`config.mk`:
```
export PLATFORM = sky130hd
export DESIGN_NAME = dac_tx_if
export DESIGN_NICKNAME = d
export VERILOG_FILES = /design/src/rtl/dac_tx_pkg.sv /design/src/rtl/tx_clk_div.sv /design/src/rtl/tx_sync_gate.sv /design/src/rtl/tx_word_mux.sv /design/src/rtl/dac_tx_if.sv
export SDC_FILE = /design/constraint.sdc
export NUM_CORES = 1
export LEC_CHECK = 0
export ABC_AREA = 1
export BUFFER_PORTS_ARGS = -buffer_cell sky130_fd_sc_hd__buf_2
export CORE_MARGIN = 5
export CORE_UTILIZATION = 41
export DETAILED_ROUTE_END_ITERATION = 7
export MAX_ROUTING_LAYER = met4
export PLACE_DENSITY = 0.85
export SETUP_SLACK_MARGIN = 0.05
export SLEW_MARGIN = 20
export SYNTH_ARGS = -nofsm -noshare
export SYNTH_HDL_FRONTEND = slang
export SYNTH_SLANG_ARGS = --single-unit
```
`constraint.sdc`:
```
create_clock -name clk_i -period 0.95 [get_ports clk_i]
set_clock_uncertainty 0.15 [all_clocks]
set_input_delay 0.0475 -clock clk_i [delete_from_list [all_inputs] [get_ports clk_i]]
set_output_delay 0.0475 -clock clk_i [all_outputs]
set_load 0.02 [all_outputs]
```
`src/rtl/dac_tx_pkg.sv`:
```
package dac_tx_pkg;
  // bus phase inside one sample period
  typedef enum logic {
    PH_I = 1'b0,  // smp clock low; I word on bus next cycle is not yet taken
    PH_Q = 1'b1   // smp clock high; request edge ends this cycle
  } phase_e;
endpackage

```
`src/rtl/tx_clk_div.sv`:
```
module tx_clk_div
  import dac_tx_pkg::*;
(
  input  logic   clk_i,
  input  logic   rst_ni,
  output phase_e ph_o,
  output logic   smp_clk_o
);
  phase_e ph_q;

  always_ff @(posedge clk_i or negedge rst_ni) begin
    if (!rst_ni) ph_q <= PH_I;
    else         ph_q <= (ph_q == PH_I) ? PH_Q : PH_I;
  end

  assign ph_o      = ph_q;
  assign smp_clk_o = (ph_q == PH_Q);
endmodule

```
`src/rtl/tx_sync_gate.sv`:
```
module tx_sync_gate (
  input  logic clk_i,
  input  logic rst_ni,
  input  logic sync_i,
  output logic run_o
);
  logic run_q;

  // sticky: first sync after reset starts transmission
  always_ff @(posedge clk_i or negedge rst_ni) begin
    if (!rst_ni)     run_q <= 1'b0;
    else if (sync_i) run_q <= 1'b1;
  end

  assign run_o = run_q;
endmodule

```
`src/rtl/tx_word_mux.sv`:
```
module tx_word_mux
  import dac_tx_pkg::*;
#(
  parameter int IN_W  = 16,
  parameter int OUT_W = 12
) (
  input  logic             clk_i,
  input  logic             rst_ni,
  input  phase_e           ph_i,
  input  logic             run_i,
  input  logic             underflow_i,
  input  logic [IN_W-1:0]  i_data_i,
  input  logic [IN_W-1:0]  q_data_i,
  output logic             req_o,
  output logic [OUT_W-1:0] tx_data_o,
  output logic             tx_sel_o
);
  localparam int MSB = IN_W - 1;

  logic [OUT_W-1:0] hold_q;
  logic [OUT_W-1:0] data_q;
  logic             sel_q;
  logic             take;
  logic [OUT_W-1:0] i_trunc;
  logic [OUT_W-1:0] q_trunc;

  assign take    = run_i && (ph_i == PH_Q);
  assign i_trunc = underflow_i ? '0 : i_data_i[MSB -: OUT_W];
  assign q_trunc = underflow_i ? '0 : q_data_i[MSB -: OUT_W];

  always_ff @(posedge clk_i or negedge rst_ni) begin
    if (!rst_ni) begin
      hold_q <= '0;
      data_q <= '0;
      sel_q  <= 1'b0;
    end else if (ph_i == PH_Q) begin
      sel_q <= 1'b1;
      if (take) begin
        data_q <= i_trunc;
        hold_q <= q_trunc;
      end else begin
        data_q <= '0;
      end
    end else begin
      sel_q  <= 1'b0;
      data_q <= hold_q;
    end
  end

  assign req_o     = take;
  assign tx_data_o = data_q;
  assign tx_sel_o  = sel_q;
endmodule

```
`src/rtl/dac_tx_if.sv`:
```
module dac_tx_if
  import dac_tx_pkg::*;
#(
  parameter int IN_W  = 16,
  parameter int OUT_W = 12
) (
  input  logic             clk_i,
  input  logic             rst_ni,
  input  logic             sync_i,
  input  logic             underflow_i,
  input  logic [IN_W-1:0]  i_data_i,
  input  logic [IN_W-1:0]  q_data_i,
  output logic             smp_clk_o,
  output logic             i_en_o,
  output logic             q_en_o,
  output logic             i_req_o,
  output logic             q_req_o,
  output logic [OUT_W-1:0] tx_data_o,
  output logic             tx_sel_o
);
  phase_e ph;
  logic   run;
  logic   req;

  tx_clk_div u_div (
    .clk_i     (clk_i),
    .rst_ni    (rst_ni),
    .ph_o      (ph),
    .smp_clk_o (smp_clk_o)
  );

  tx_sync_gate u_gate (
    .clk_i  (clk_i),
    .rst_ni (rst_ni),
    .sync_i (sync_i),
    .run_o  (run)
  );

  tx_word_mux #(.IN_W(IN_W), .OUT_W(OUT_W)) u_mux (
    .clk_i       (clk_i),
    .rst_ni      (rst_ni),
    .ph_i        (ph),
    .run_i       (run),
    .underflow_i (underflow_i),
    .i_data_i    (i_data_i),
    .q_data_i    (q_data_i),
    .req_o       (req),
    .tx_data_o   (tx_data_o),
    .tx_sel_o    (tx_sel_o)
  );

  assign i_en_o  = run;
  assign q_en_o  = run;
  assign i_req_o = req;
  assign q_req_o = req;
endmodule

```
-- After elaboration in Yosys (flattened, before gate mapping)
Cells that the tools add are included.
- register bits: 27
- bits of input ports: 36
- output and inout port bits: 18
- logic and storage cells: 13
- mux-type cells: 6
- reduce and logical (&&, ||, !) cells: 2
- operators with widths (cell ; number):
    2-to-1 mux 12 bit ; 4
    2-to-1 mux 1 bit ; 2
    AND reduction 2 bit ; 1
    logical AND 1 bit ; 1

-- Depth between registers and ports, before layout
Gate-level depths: netlist of the first run.
- depth after elaboration: 3
- mapped depth: 5
- depth with buffers taken out: 4

-- Modules after synthesis
Synthesis of the first run repeated with hierarchy kept, for this count alone.
- cell total of the unflattened synthesis: 163
- area total of the unflattened synthesis: 1224.9 um^2
- by module, submodules not included (module ; instances ; cells an instance ; area each (um^2) ; seq. area each (um^2)):
    tx_word_mux ; 1 ; 154 ; 1137.3 ; 625.6
    tx_clk_div ; 1 ; 3 ; 36.3 ; 25.0
    tx_sync_gate ; 1 ; 4 ; 36.3 ; 25.0
    dac_tx_if ; 1 ; 2 ; 15.0 ; 0.0

-- Least setup slack after synthesis of the first run
OpenSTA, ideal clock, no wires.
- path type: register to output
- start: register u_gate.run_q, in the netlist u_gate.run_o
- end: output port q_req_o
- arrival: 1001 ps
- required time: 752 ps
- slack: -248 ps
- stages on the path, launching flop included: 5
- path buffers: 2
- path through: dfrtp_1 -> nand2_2 -> inv_2 -> buf_6 -> buf_4
- word-level cells in the longest chain between the ends: 1
- ends and longest elaborated chain (what ; RTL line ; source):
    from (decl) ; tx_sync_gate.sv:7 ; logic run_q;
    from (signal assigned) ; tx_sync_gate.sv:11 ; if (!rst_ni) run_q <= 1'b0;
    from (signal assigned) ; tx_sync_gate.sv:12 ; else if (sync_i) run_q <= 1'b1;
    logical AND 1 bit ; tx_word_mux.sv:27 ; assign take = run_i && (ph_i == PH_Q);
    to (decl) ; dac_tx_if.sv:17 ; output logic q_req_o,
No other way between the ends.

-- Final worst setup path of the first run
- start: register u_div.ph_q, in the netlist u_div.ph_o
- end: output port i_req_o
- word-level cells in the longest chain between the ends: 1
- ends and longest elaborated chain (what ; RTL line ; source):
    from (decl) ; tx_clk_div.sv:9 ; phase_e ph_q;
    from (signal assigned) ; tx_clk_div.sv:13 ; else ph_q <= (ph_q == PH_I) ? PH_Q : PH_I;
    logical AND 1 bit ; tx_word_mux.sv:27 ;
    to (decl) ; dac_tx_if.sv:16 ; output logic i_req_o,
No other way between the ends.

==> results.txt, run 1 <==
----------------------------------------------------
[Run status]
  Result of the run ... complete, but fails checks
  Failing checks ... negative hold slack, negative setup slack

[STA]
  Final sum of negative setup slack ... -9.26 ns
  RSZ-0062 raised after global routing ... yes
  Post-layout min period ... 1.26 ns
  Worst setup margin ... -0.314 ns
  Number of setup violations in the final report ... 44
  Post-Route Hold Slack ... -0.0201 ns
  Slew at the pin with the worst max-slew slack ... 0.442 ns
  Headroom to the max-slew limit ... 70.6%
  Fmax ... 0.791 GHz
  Final critical-path share of the clock period ... 133%
  Hold violation count in the final report ... 4
  Total count of max-transition violations in the final report ... 0

[Pwr]
  Net switching power ... 0.000583 W
  Static power due to leakage ... 1.17 nW
  Switching fraction of total power ... 26.9%
  Combinational share of power ... 19.6%
  Pwr per Cell Area ... 1020 nW/um2
  Peak ir drop on the vdd network ... 0.894 mV
  Flop pwr share ... 56.8%
  Clock power frac ... 23.7%
  Cell internal pwr ... 0.00159 W

[Cells and area]
  Fraction of final layout cells sized beyond drive strength 1 ... 42.6%
  Final std cell area, no fill ... 2130 um2
  Leading cell types in the layout, fill and taps excluded ... 37 x sky130_fd_sc_hd__nand2_1, 29 x sky130_fd_sc_hd__buf_2, 26 x sky130_fd_sc_hd__dlygate4sd3_1
  Most common cell after layout, fill and taps aside ... sky130_fd_sc_hd__nand2_1
  # nets final ... 274
  Number of antenna repair diodes ... 0
  Utilization after layout ... 76.6%
  Post-synthesis to final-layout area growth ... 76.2%

[Global route]
  Initial antenna violation count ... 0
  Via count of the first global-routing pass ... 1211
  GR Util All Layers ... 17.8%
  Largest net degree at the start of global routing ... 25
  Overall overflow remaining after global route ... 0
  Global-route wire length before repair ... 5620 um

[Setup path]
  Critical path start-end classification ... flip-flop to output pin
  Setup slack, reg-to-reg ... -0.31 ns
  CP Max Fanout ... 4
  Critical path launch point type ... flip-flop
  Required time reported for the critical path endpoint ... 0.75 ns
  Crit path capture type ... output pin
  Timing startpoint of the critical path ... u_div.ph_o$_DFF_PN0_
  Logic depth of the worst register-to-register path ... 6
  End point of the critical path ... i_req_o
  Arrival time of data at the critical path endpoint ... 1.07 ns
  Capture point of the worst reg-to-reg path ... u_mux.tx_data_o[11]$_DFF_PN0_
  Reg2Reg Launch Point ... u_div.ph_o$_DFF_PN0_

[Logic synthesis]
  Cells after synthesis ... 159
  Area of the mapped netlist ... 1210 um2
  Mean post-synth cell area ... 7.60 um2
  Sequential-to-total area share from yosys stat ... 55.9%
  Net Count, Synth ... 195
  Yosys warning count ... 0
  Count of different cell masters after synthesis ... 10
  Register bit total from synthesis ... 27

[Clock tree]
  Number of CTS-inserted buffers ... 3
  Clock transition time at the flip-flop clock pins of the worst setup and hold paths ... 0.16 ns
  Clock Path Buffers ... 2
  Root Buffer Master ... sky130_fd_sc_hd__clkbuf_4
  Clock sink count ... 27
  CTS tree ... done
  Insertion delay of the later-clocked pin in the worst-skew pair ... 0.33 ns
  CTS H-Tree Depth ... 1

[Hold path]
  Worst Hold Class ... input port to async pin

[Detailed routing]
  Total wire length after detailed routing ... 3900 um
  Post-detailed-route count of antenna-violating nets ... 0
  First-pass detailed-route iteration total ... 4
  DRC ... 0
  DRC violation total after the first TritonRoute iteration ... 58
  Detail-routed via count per cell ... 4.74
  Average wire length per cell after detail routing ... 14.5 um
  Vias after detailed routing ... 1270

[Placed design]
  Pre-CTS WS ... -0.132 ns
  Post-placement cell area ... 1550 um2
  HPWL Detailed ... 1950 um
  Port-buffer cells ... 45
  Final estimated routing congestion in global placement ... 0.766

[Flow run]
  Number of maximum-capacitance constraint violations ... 0

[Floorplan]
  Standard-cell rows ... 19
  Core outline area ... 2780 um2
  Chip Width ... 64.3 um
  Number of I/O pins ... 54
  Die Footprint ... 4130 um2
  Die height ... 64.3 um
  Initial Utilization ... 43.5%

----------------------------------------------------
==> registers in the layout, indices dropped and copies added (netlist names) <==
| signal | flops |
|---|---|
| u_mux.hold_q | 12 |
| u_mux.tx_sel_o | 1 |
| u_gate.run_o | 1 |
| u_div.ph_o | 1 |
| u_mux.tx_data_o | 12 |
==> critical path, stage by stage, from the launching register on <==
cell	delay, ns
sky130_fd_sc_hd__dfrtp_2	0.47
sky130_fd_sc_hd__nand2_4	0.10
sky130_fd_sc_hd__inv_6	0.05
sky130_fd_sc_hd__buf_6	0.12
==> how the worst min path moves through the flow <==
stage	to	from	cells past startpoint	slack, ns
2_1_floorplan	u_div.ph_o$_DFF_PN0_	rst_ni	0	-0.40
3_3_place_gp	u_mux.tx_data_o[11]$_DFF_PN0_	rst_ni	1	-0.18
3_5_place_dp	u_mux.tx_data_o[0]$_DFF_PN0_	rst_ni	1	-0.18
4_1_cts	u_mux.tx_data_o[9]$_DFF_PN0_	rst_ni	2	0.002
5_1_grt	u_mux.tx_data_o[4]$_DFF_PN0_	rst_ni	2	0.007
6_report	u_mux.tx_data_o[10]$_DFF_PN0_	rst_ni	2	-0.02
==> metal layers <==
| layer | vias to the layer above | GRT usage, % | wire length (um) |
|---|---|---|---|
| li1 | 602 | - | - |
| met2 | 56 | 30.7 | 2120 |
| met5 | - | - | 0 |
| met1 | 599 | 20.3 | 1470 |
| met3 | 13 | 2.28 | 198 |
| met4 | 0 | 8.14 | 109 |
==> synth_stat cells <==
| cell type | instances | area share [%] |
|---|---|---|
| sky130_fd_sc_hd__buf_4 | 4 | 2.5 |
| sky130_fd_sc_hd__nor2_1 | 24 | 7.5 |
| sky130_fd_sc_hd__or2_2 | 1 | 0.52 |
| sky130_fd_sc_hd__nand2_1 | 72 | 22 |
| sky130_fd_sc_hd__dfrtp_1 | 27 | 56 |
| sky130_fd_sc_hd__nand2_2 | 1 | 0.52 |
| sky130_fd_sc_hd__buf_6 | 2 | 1.9 |
| sky130_fd_sc_hd__inv_2 | 1 | 0.31 |
| sky130_fd_sc_hd__inv_1 | 25 | 7.8 |
| sky130_fd_sc_hd__buf_2 | 2 | 0.83 |
==> final cells by class <==
| cell class | count | area, um2 |
|---|---|---|
| inverter | 26 | 103 |
| sequential | 27 | 678 |
| clock buffer | 3 | 22.5 |
| multi-input combinational | 98 | 523 |
| clock inverter | 1 | 5.00 |
| tap | 31 | 38.8 |
| timing repair buffer | 82 | 759 |
| fill | 165 | 652 |
==> metrics by stage <==
step	instances	total power [W]	hold WS, ns
5_1_grt	268	0.00226	0.00715
3_5_place_dp	234	0.00150	-0.178
2_1_floorplan	159	0.00137	-0.398
3_3_place_gp	234	0.00149	-0.176
4_1_cts	266	0.00209	0.00210
6_report	268	0.00217	-0.0201
==> kinds of logic (layout without fill, tap and decap cells) <==
family | count (synthesis) | after routing | synth area share, %
flops | 27 | 27 | 55.9
simple gates | 98 | 98 | 30.8
buf+inv | 34 | 112 | 13.3
==> repair_timing <==
action,CTS,global route
hold endpoints to repair,52,0
buffers inserted,2,2
endpoints found under the setup margin,43,44
gates cloned,0,1
pin swaps,1,13
hold buffers,26,0
resized for setup,39,35
==> power by group through the flow <==
stage | Combinational, W | Clock (W) | Sequential, W
detailed placement | 0.000257 | 0 | 0.00124
global route | 0.000462 | 0.000557 | 0.00124
floorplan | 0.0000985 | 0 | 0.00128
finish | 0.000425 | 0.000513 | 0.00123
CTS | 0.000374 | 0.000484 | 0.00123
global placement | 0.000251 | 0 | 0.00124
Note: power is estimated with default switching activity, not from simulation.
==> run 2: changes to the inputs <==
--- a/config.mk
+++ b/config.mk
@@ -10,9 +10,9 @@
 export CORE_MARGIN = 5
 export CORE_UTILIZATION = 41
 export DETAILED_ROUTE_END_ITERATION = 7
+export GPL_ROUTABILITY_DRIVEN = 0
 export MAX_ROUTING_LAYER = met4
 export PLACE_DENSITY = 0.85
-export SETUP_SLACK_MARGIN = 0.05
 export SLEW_MARGIN = 20
 export SYNTH_ARGS = -nofsm -noshare
 export SYNTH_HDL_FRONTEND = slang
==> run 2 against run 1 <==
  * The run still ends with negative hold slack, negative setup slack left
  * Wire length increased by 0.41%
  * First-iteration DRC count decreased by 17%
  * Worst setup slack improved by 0.0036 ns
  * Global-route usage unchanged
  * Maximum frequency increased by 0.29%
  * Final area decreased by 0.35%
  * Clock power decreased by 4%
  * Via count decreased by 0.71%
  * Critical path depth unchanged
  * Critical path type unchanged
  * Largest cell class unchanged
==> results.txt, run 2 (synthesis results as in run 1) <==
----------------------------------------------------
[Run status]
  Result of the run ... complete, but fails checks
  Failing checks ... negative hold slack, negative setup slack

[Detailed routing]
  Detail-routed via count per cell ... 4.72 (-0.34%)
  Total wire length after detailed routing ... 3910 um (+0.41%)
  DRC violation total after the first TritonRoute iteration ... 48 (-17%)
  Average wire length per cell after detail routing ... 14.7 um (+0.79%)
  Vias after detailed routing ... 1261 (-0.71%)
  First-pass detailed-route iteration total ... 4 (unchanged)
  DRC ... 0 (unchanged)
  Post-detailed-route count of antenna-violating nets ... 0 (unchanged)

[Floorplan]
  Initial Utilization ... 43.5% (unchanged)
  Core outline area ... 2780 um2 (unchanged)
  Die Footprint ... 4130 um2 (unchanged)
  Number of I/O pins ... 54 (unchanged)
  Chip Width ... 64.3 um (unchanged)
  Die height ... 64.3 um (unchanged)
  Standard-cell rows ... 19 (unchanged)

[STA]
  Hold violation count in the final report ... 4 (unchanged)
  RSZ-0062 raised after global routing ... yes
  Fmax ... 0.793 GHz (+0.29%)
  Worst setup margin ... -0.310 ns (+0.00363 ns)
  Slew at the pin with the worst max-slew slack ... 0.433 ns (-0.00893 ns)
  Total count of max-transition violations in the final report ... 0 (unchanged)
  Final critical-path share of the clock period ... 133% (-0.38 points)
  Post-Route Hold Slack ... -0.00847 ns (+0.0116 ns)
  Post-layout min period ... 1.26 ns (-0.00364 ns)
  Number of setup violations in the final report ... 43 (-2.3%)
  Headroom to the max-slew limit ... 71.2% (+0.60 points)

[Cells and area]
  Total of fill cells in the finished design ... 165 (unchanged)
  Utilization after layout ... 76.3% (-0.27 points)
  Fraction of final layout cells sized beyond drive strength 1 ... 41.9% (-0.67 points)
  Post-synthesis to final-layout area growth ... 75.6%
  Final std cell area, no fill ... 2120 um2 (-0.35%)
  Most common cell after layout, fill and taps aside ... sky130_fd_sc_hd__nand2_1
  # nets final ... 273 (-0.36%)
  Leading cell types in the layout, fill and taps excluded ... 37 x sky130_fd_sc_hd__nand2_1, 29 x sky130_fd_sc_hd__buf_2, 26 x sky130_fd_sc_hd__dlygate4sd3_1
  Number of antenna repair diodes ... 0 (unchanged)

[Clock tree]
  Clock sink count ... 27 (unchanged)
  Root Buffer Master ... sky130_fd_sc_hd__clkbuf_4
  CTS tree ... done
  Number of CTS-inserted buffers ... 3 (unchanged)
  Clock transition time at the flip-flop clock pins of the worst setup and hold paths ... 0.15 ns (about the same)
  CTS H-Tree Depth ... 1 (unchanged)
  Clock Path Buffers ... 2 (unchanged)
  Insertion delay of the later-clocked pin in the worst-skew pair ... 0.32 ns (about the same)

[Flow run]
  Number of maximum-capacitance constraint violations ... 0 (unchanged)

[Setup path]
  Reg2Reg Launch Point ... u_div.ph_o$_DFF_PN0_
  CP Max Fanout ... 4 (unchanged)
  Timing startpoint of the critical path ... u_div.ph_o$_DFF_PN0_
  Setup slack, reg-to-reg ... -0.31 ns (about the same)
  Logic depth of the worst register-to-register path ... 6 (unchanged)
  Capture point of the worst reg-to-reg path ... u_mux.hold_q[1]$_DFFE_PN0P_
  Critical path start-end classification ... flip-flop to output pin
  Crit path capture type ... output pin
  End point of the critical path ... i_req_o
  Arrival time of data at the critical path endpoint ... 1.06 ns (about the same)
  Required time reported for the critical path endpoint ... 0.75 ns (about the same)
  Critical path launch point type ... flip-flop

[Pwr]
  Net switching power ... 0.000566 W (-2.9%)
  Cell internal pwr ... 0.00159 W (about the same)
  Static power due to leakage ... 1.17 nW (-0.14%)
  Flop pwr share ... 57.3% (+0.5 points)
  Switching fraction of total power ... 26.3% (-0.56 points)
  Combinational share of power ... 19.8% (+0.2 points)
  Pwr per Cell Area ... 1010 nW/um2 (-0.44%)
  Peak ir drop on the vdd network ... 0.823 mV (-8.0%)
  Clock power frac ... 23.0% (-0.7 points)

[Global route]
  Initial antenna violation count ... 0 (unchanged)
  Via count of the first global-routing pass ... 1211 (unchanged)
  GR Util All Layers ... 17.8% (unchanged)
  Overall overflow remaining after global route ... 0 (unchanged)
  Largest net degree at the start of global routing ... 25 (unchanged)
  Global-route wire length before repair ... 5620 um (unchanged)

[Hold path]
  Worst Hold Class ... input port to async pin

[Placed design]
  HPWL Detailed ... 1950 um (unchanged)
  Post-placement cell area ... 1550 um2 (unchanged)
  Port-buffer cells ... 45 (unchanged)

----------------------------------------------------
-- run 2: changes by cell type in the layout (fill, tap and decap cells not counted) --
cell / change
sky130_fd_sc_hd__buf_4: -1
sky130_fd_sc_hd__inv_2: -1
sky130_fd_sc_hd__inv_1: +1
-- run 2: per-stage QoR --
| step | std cells | worst slack [ns] | hold WS, ns | TNS (ns) | power (W) |
|---|---|---|---|---|---|
| detailed placement | 234 | -0.132 | -0.178 | -2.64 | 0.00150 |
| global placement | 234 | -0.113 | -0.176 | -2.29 | 0.00149 |
| floorplan | 159 | -0.159 | -0.398 | -3.36 | 0.00137 |
| finish | 267 | -0.310 | -0.00847 | -9.20 | 0.00215 |
| CTS | 266 | -0.302 | 0.00210 | -8.05 | 0.00209 |
| global route | 267 | -0.374 | -0.000420 | -11.26 | 0.00227 |
-- run 2: critical path, stage by stage, from the launching register on --
cell                      delay (ns)
sky130_fd_sc_hd__dfrtp_2        0.47
sky130_fd_sc_hd__nand2_4        0.11
sky130_fd_sc_hd__inv_6          0.05
sky130_fd_sc_hd__buf_6          0.12
-- run 2: layout make-up --
cell class	count	area [um2]	share of cell area (%)
clock buffers	3	22.5	1.06
well taps	31	38.8	1.83
multi-input cells	98	523	24.6
flip-flops and latches	27	678	32.0
inverters	26	103	4.83
repair buffers	81	752	35.4
clock inverters	1	5.00	0.236
-- run 2: worst min-delay path by stage --
| stage | start | endpoint |
|---|---|---|
| 2_1_floorplan | rst_ni | u_div.ph_o$_DFF_PN0_ |
| 6_report | rst_ni | u_mux.tx_data_o[6]$_DFF_PN0_ |
| 4_1_cts | rst_ni | u_mux.tx_data_o[9]$_DFF_PN0_ |
| 5_1_grt | rst_ni | u_mux.tx_data_o[0]$_DFF_PN0_ |
| 3_3_place_gp | rst_ni | u_mux.tx_data_o[11]$_DFF_PN0_ |
| 3_5_place_dp | rst_ni | u_mux.tx_data_o[0]$_DFF_PN0_ |
-- run 2: metal layers --
| layer | part of all wire (%) | vias to the layer above | routed length, um | track usage (%) |
|---|---|---|---|---|
| met4 | 4.3 | 0 | 170 | 8.14 |
| met2 | 53 | 49 | 2090 | 30.7 |
| li1 | - | 605 | - | - |
| met3 | 3.9 | 14 | 154 | 2.28 |
| met5 | 0 | - | 0 | - |
| met1 | 38 | 593 | 1500 | 20.3 |
-- run 2: what timing repair did --
action | CTS | global route
resized for setup | 39 | 34
cloned | 0 | 1
setup buffers | 2 | 1
pin swaps | 1 | 13
endpoints found under the setup margin | 42 | 43
hold endpoints to repair | 52 | 0
hold buffers | 26 | 0
-- run 2: power by group through the flow --
stage | sequential (W) | clock [W] | combinational, W
4_1_cts | 0.00123 | 0.000484 | 0.000374
2_1_floorplan | 0.00128 | 0 | 0.0000985
5_1_grt | 0.00124 | 0.000565 | 0.000464
3_3_place_gp | 0.00124 | 0 | 0.000251
6_report | 0.00123 | 0.000494 | 0.000425
3_5_place_dp | 0.00124 | 0 | 0.000257
==> run 3: changes to the inputs <==
--- a/config.mk
+++ b/config.mk
@@ -5,10 +5,9 @@
 export SDC_FILE = /design/constraint.sdc
 export NUM_CORES = 1
 export LEC_CHECK = 0
-export ABC_AREA = 1
 export BUFFER_PORTS_ARGS = -buffer_cell sky130_fd_sc_hd__buf_2
 export CORE_MARGIN = 5
-export CORE_UTILIZATION = 41
+export CORE_UTILIZATION = 40
 export DETAILED_ROUTE_END_ITERATION = 7
 export GPL_ROUTABILITY_DRIVEN = 0
 export MAX_ROUTING_LAYER = met4
==> run 3 against run 2 <==
  * The run ends with negative setup slack left
  * Core utilization down 8.1 points
  * Maximum frequency is 0.70% lower
  * Sequential power is essentially flat
  * Via count down 23%
  * Final area down 12%
  * Sequential share of layout area grew 4.4 points
  * Flip-flop and latch count unchanged
  * Largest power group unchanged
==> results.txt, run 3 <==
----------------------------------------------------
[Run status]
  Result of the run ... complete, but fails checks
  Failing checks ... negative setup slack

[STA]
  Post-Route Hold Slack ... 0.000880 ns (+0.00935 ns)
  RSZ-0062 raised after global routing ... yes
  Worst setup margin ... -0.319 ns (-0.00891 ns)
  Post-layout min period ... 1.27 ns (+0.00891 ns)
  Number of setup violations in the final report ... 44 (+2.3%)
  Hold violation count in the final report ... 0 (-4)
  Slew at the pin with the worst max-slew slack ... 0.576 ns (+0.143 ns)
  Fmax ... 0.788 GHz (-0.70%)
  Headroom to the max-slew limit ... 61.6% (-9.5 points)
  Final critical-path share of the clock period ... 134% (+0.94 points)
  Final sum of negative setup slack ... -7.87 ns (+1.33 ns)
  Total count of max-transition violations in the final report ... 0 (unchanged)

[Hold path]
  Worst Hold Class ... input port to flip-flop

[Clock tree]
  CTS H-Tree Depth ... 1 (unchanged)
  Clock transition time at the flip-flop clock pins of the worst setup and hold paths ... 0.13 ns (-0.02 ns)
  Insertion delay of the later-clocked pin in the worst-skew pair ... 0.31 ns (about the same)
  Root Buffer Master ... sky130_fd_sc_hd__clkbuf_4
  Clock Path Buffers ... 2 (unchanged)
  CTS tree ... done
  Clock sink count ... 27 (unchanged)
  Number of CTS-inserted buffers ... 3 (unchanged)

[Cells and area]
  Fraction of final layout cells sized beyond drive strength 1 ... 39.1% (-2.9 points)
  Leading cell types in the layout, fill and taps excluded ... 27 x sky130_fd_sc_hd__buf_2, 26 x sky130_fd_sc_hd__dlygate4sd3_1, 25 x sky130_fd_sc_hd__dfrtp_1
  Final std cell area, no fill ... 1870 um2 (-12%)
  Post-synthesis to final-layout area growth ... 66.0%
  Most common cell after layout, fill and taps aside ... sky130_fd_sc_hd__buf_2
  # nets final ... 211 (-23%)
  Number of antenna repair diodes ... 0 (unchanged)
  Utilization after layout ... 68.2% (-8.1 points)

[Detailed routing]
  Average wire length per cell after detail routing ... 14.2 um (-2.8%)
  DRC ... 0 (unchanged)
  First-pass detailed-route iteration total ... 4 (unchanged)
  Detail-routed via count per cell ... 4.73 (+0.19%)
  Post-detailed-route count of antenna-violating nets ... 0 (unchanged)
  DRC violation total after the first TritonRoute iteration ... 31 (-35%)
  Total wire length after detailed routing ... 2920 um (-25%)
  Vias after detailed routing ... 970 (-23%)

[Pwr]
  Peak ir drop on the vdd network ... 0.859 mV (+4.5%)
  Pwr per Cell Area ... 1110 nW/um2 (+9.4%)
  Total design power ... 0.00207 W (-3.8%)
  Static power due to leakage ... 0.915 nW (-22%)

[Flow run]
  Number of maximum-capacitance constraint violations ... 0 (unchanged)

[Logic synthesis]
  Most instantiated cells after synthesis ... 27 x sky130_fd_sc_hd__dfrtp_1, 14 x sky130_fd_sc_hd__inv_1, 13 x sky130_fd_sc_hd__nand2b_1
  Mean post-synth cell area ... 11.2 um2 (+48%)
  Number of flops mapped to enable cells by yosys ... 0 (unchanged)
  Ys flop type ... sky130_fd_sc_hd__dfrtp_1
  Area leader, netlist ... sky130_fd_sc_hd__dfrtp_1
  Area of the mapped netlist ... 1120 um2 (-7.0%)
  Count of different cell masters after synthesis ... 12 (+2)
  Net Count, Synth ... 136 (-30%)
  Count leader, synth ... sky130_fd_sc_hd__dfrtp_1
  Biggest area contributors in the synthesized netlist ... sky130_fd_sc_hd__dfrtp_1 60%, sky130_fd_sc_hd__mux2i_1 11%, sky130_fd_sc_hd__nand2b_1 7.2%
  Area share of the largest cell type after synthesis ... 60.1% (+4.2 points)
  Register bit total from synthesis ... 27 (unchanged)
  Sequential-to-total area share from yosys stat ... 60.1% (+4.2 points)
  Asr flop ratio synth ... 100% (unchanged)
  Cells after synthesis ... 100 (-37%)
  Yosys warning count ... 0 (unchanged)

[Setup path]
  Required time reported for the critical path endpoint ... 0.75 ns (about the same)
  Cell family with most CP delay ... flip-flops
  Critical path's slowest cell ... sky130_fd_sc_hd__dfrtp_2
  CP Max Fanout ... 4 (unchanged)
  Buf/Inv on CP ... 2 (unchanged)
  List of cells traversed by the critical path ... nand2_8 -> inv_4 -> buf_6
  Critical path launch point type ... flip-flop
  Arrival time of data at the critical path endpoint ... 1.07 ns (about the same)
  Crit path capture type ... output pin
  Delay of the slowest cell on the worst path ... 0.49 ns (+0.02 ns)
  Critical path start-end classification ... flip-flop to output pin

[Global route]
  Initial antenna violation count ... 0 (unchanged)
  Largest net degree at the start of global routing ... 28 (+12%)
  Via count of the first global-routing pass ... 1059 (-13%)
  GR Util All Layers ... 16.1% (-1.7 points)
  Global-route wire length before repair ... 5050 um (-10%)
  Overall overflow remaining after global route ... 0 (unchanged)

[Placed design]
  Port-buffer cells ... 45 (unchanged)
  Post-placement cell area ... 1380 um2 (-11%)
  HPWL Detailed ... 1740 um (-11%)

[Floorplan]
  Die height ... 63 um (-2.0%)
  Core outline area ... 2730 um2 (-1.7%)
  Initial Utilization ... 41.1% (-2.4 points)
  Number of I/O pins ... 54 (unchanged)
  Chip Width ... 63 um (-2.0%)
  Standard-cell rows ... 19 (unchanged)
  Die Footprint ... 3970 um2 (-4.0%)

----------------------------------------------------
[run 3: changes by cell type in the layout (fill, tap and decap cells not counted), sizes merged]
| cell | before | now |
|---|---|---|
| buf | 54 | 52 |
| clkinv | 1 | 0 |
| inv | 26 | 14 |
| mux2i | 0 | 12 |
| nand2 | 73 | 13 |
| nand2b | 0 | 13 |
| nor2 | 24 | 0 |
| o22ai | 0 | 12 |
[run 3: logic make-up after synthesis]
family,after synthesis,synth area share (%)
compound gates,12,6.68
buf+inv,22,9.69
flops,27,60.1
mux,12,10.7
simple gates,27,12.8
[run 3: path summary, 6_finish.rpt]
kind	from	to	slack, ns	cells after the start
worst max-delay path	u_div.ph_o$_DFF_PN0_	i_req_o	-0.32	3
max in group asynchronous	rst_ni	u_gate.run_o$_DFFE_PN0P_	0.16	2
worst min register to register	u_div.ph_o$_DFF_PN0_	u_div.ph_o$_DFF_PN0_	0.40	1
min in group asynchronous	rst_ni	u_mux.hold_q[11]$_DFFE_PN0P_	0.08	2
worst min-delay path	underflow_i	u_mux.tx_data_o[2]$_DFF_PN0_	0.0009	3
worst max register to register	u_div.ph_o$_DFF_PN0_	u_mux.tx_data_o[0]$_DFF_PN0_	-0.26	4
[run 3: area by class of cell]
type | instances | area (um2)
multi-input cells | 51 | 397
well taps | 31 | 38.8
inverters | 14 | 55.1
flip-flops and latches | 27 | 678
repair buffers | 78 | 671
fillers | 188 | 868
clock buffers | 4 | 26.3
[run 3: power breakdown]
part / switching, W / internal, W
sequential: 0.0000199 / 0.00120
combinational: 0.000166 / 0.000213
clock: 0.000307 / 0.000164
[run 3: metrics by stage]
stage	setup slack, ns	instances
floorplan	-0.353	100
global placement	-0.0961	172
detailed placement	-0.139	172
CTS	-0.312	205
global route	-0.358	205
finish	-0.319	205
[run 3: worst reg2reg max path: cells and delay by family (launching register included)]
kind                   cells  cell delay, ns
AO/OA/AOI/OAI              1            0.07
AND/OR/NAND/NOR            1            0.08
buffers and inverters      2            0.31
flip-flops                 1            0.49
[run 3: routing by layer]
metal | global-route usage, % | part of all wire (%) | vias to the layer above | routed length [um]
met5 | - | 0 | - | 0
met4 | 6.63 | 1.8 | 0 | 54
met3 | 1.44 | 3.2 | 6 | 92
met2 | 25.6 | 50 | 23 | 1470
met1 | 21.1 | 45 | 475 | 1300
li1 | - | - | 466 | -
[run 3: what timing repair did]
item                       CTS  global route
hold endpoints to repair    52             0
resized for setup           45             9
hold buffers                26             0
pin swaps                    2             1
buffers inserted             4             1
setup endpoints to repair   43            44
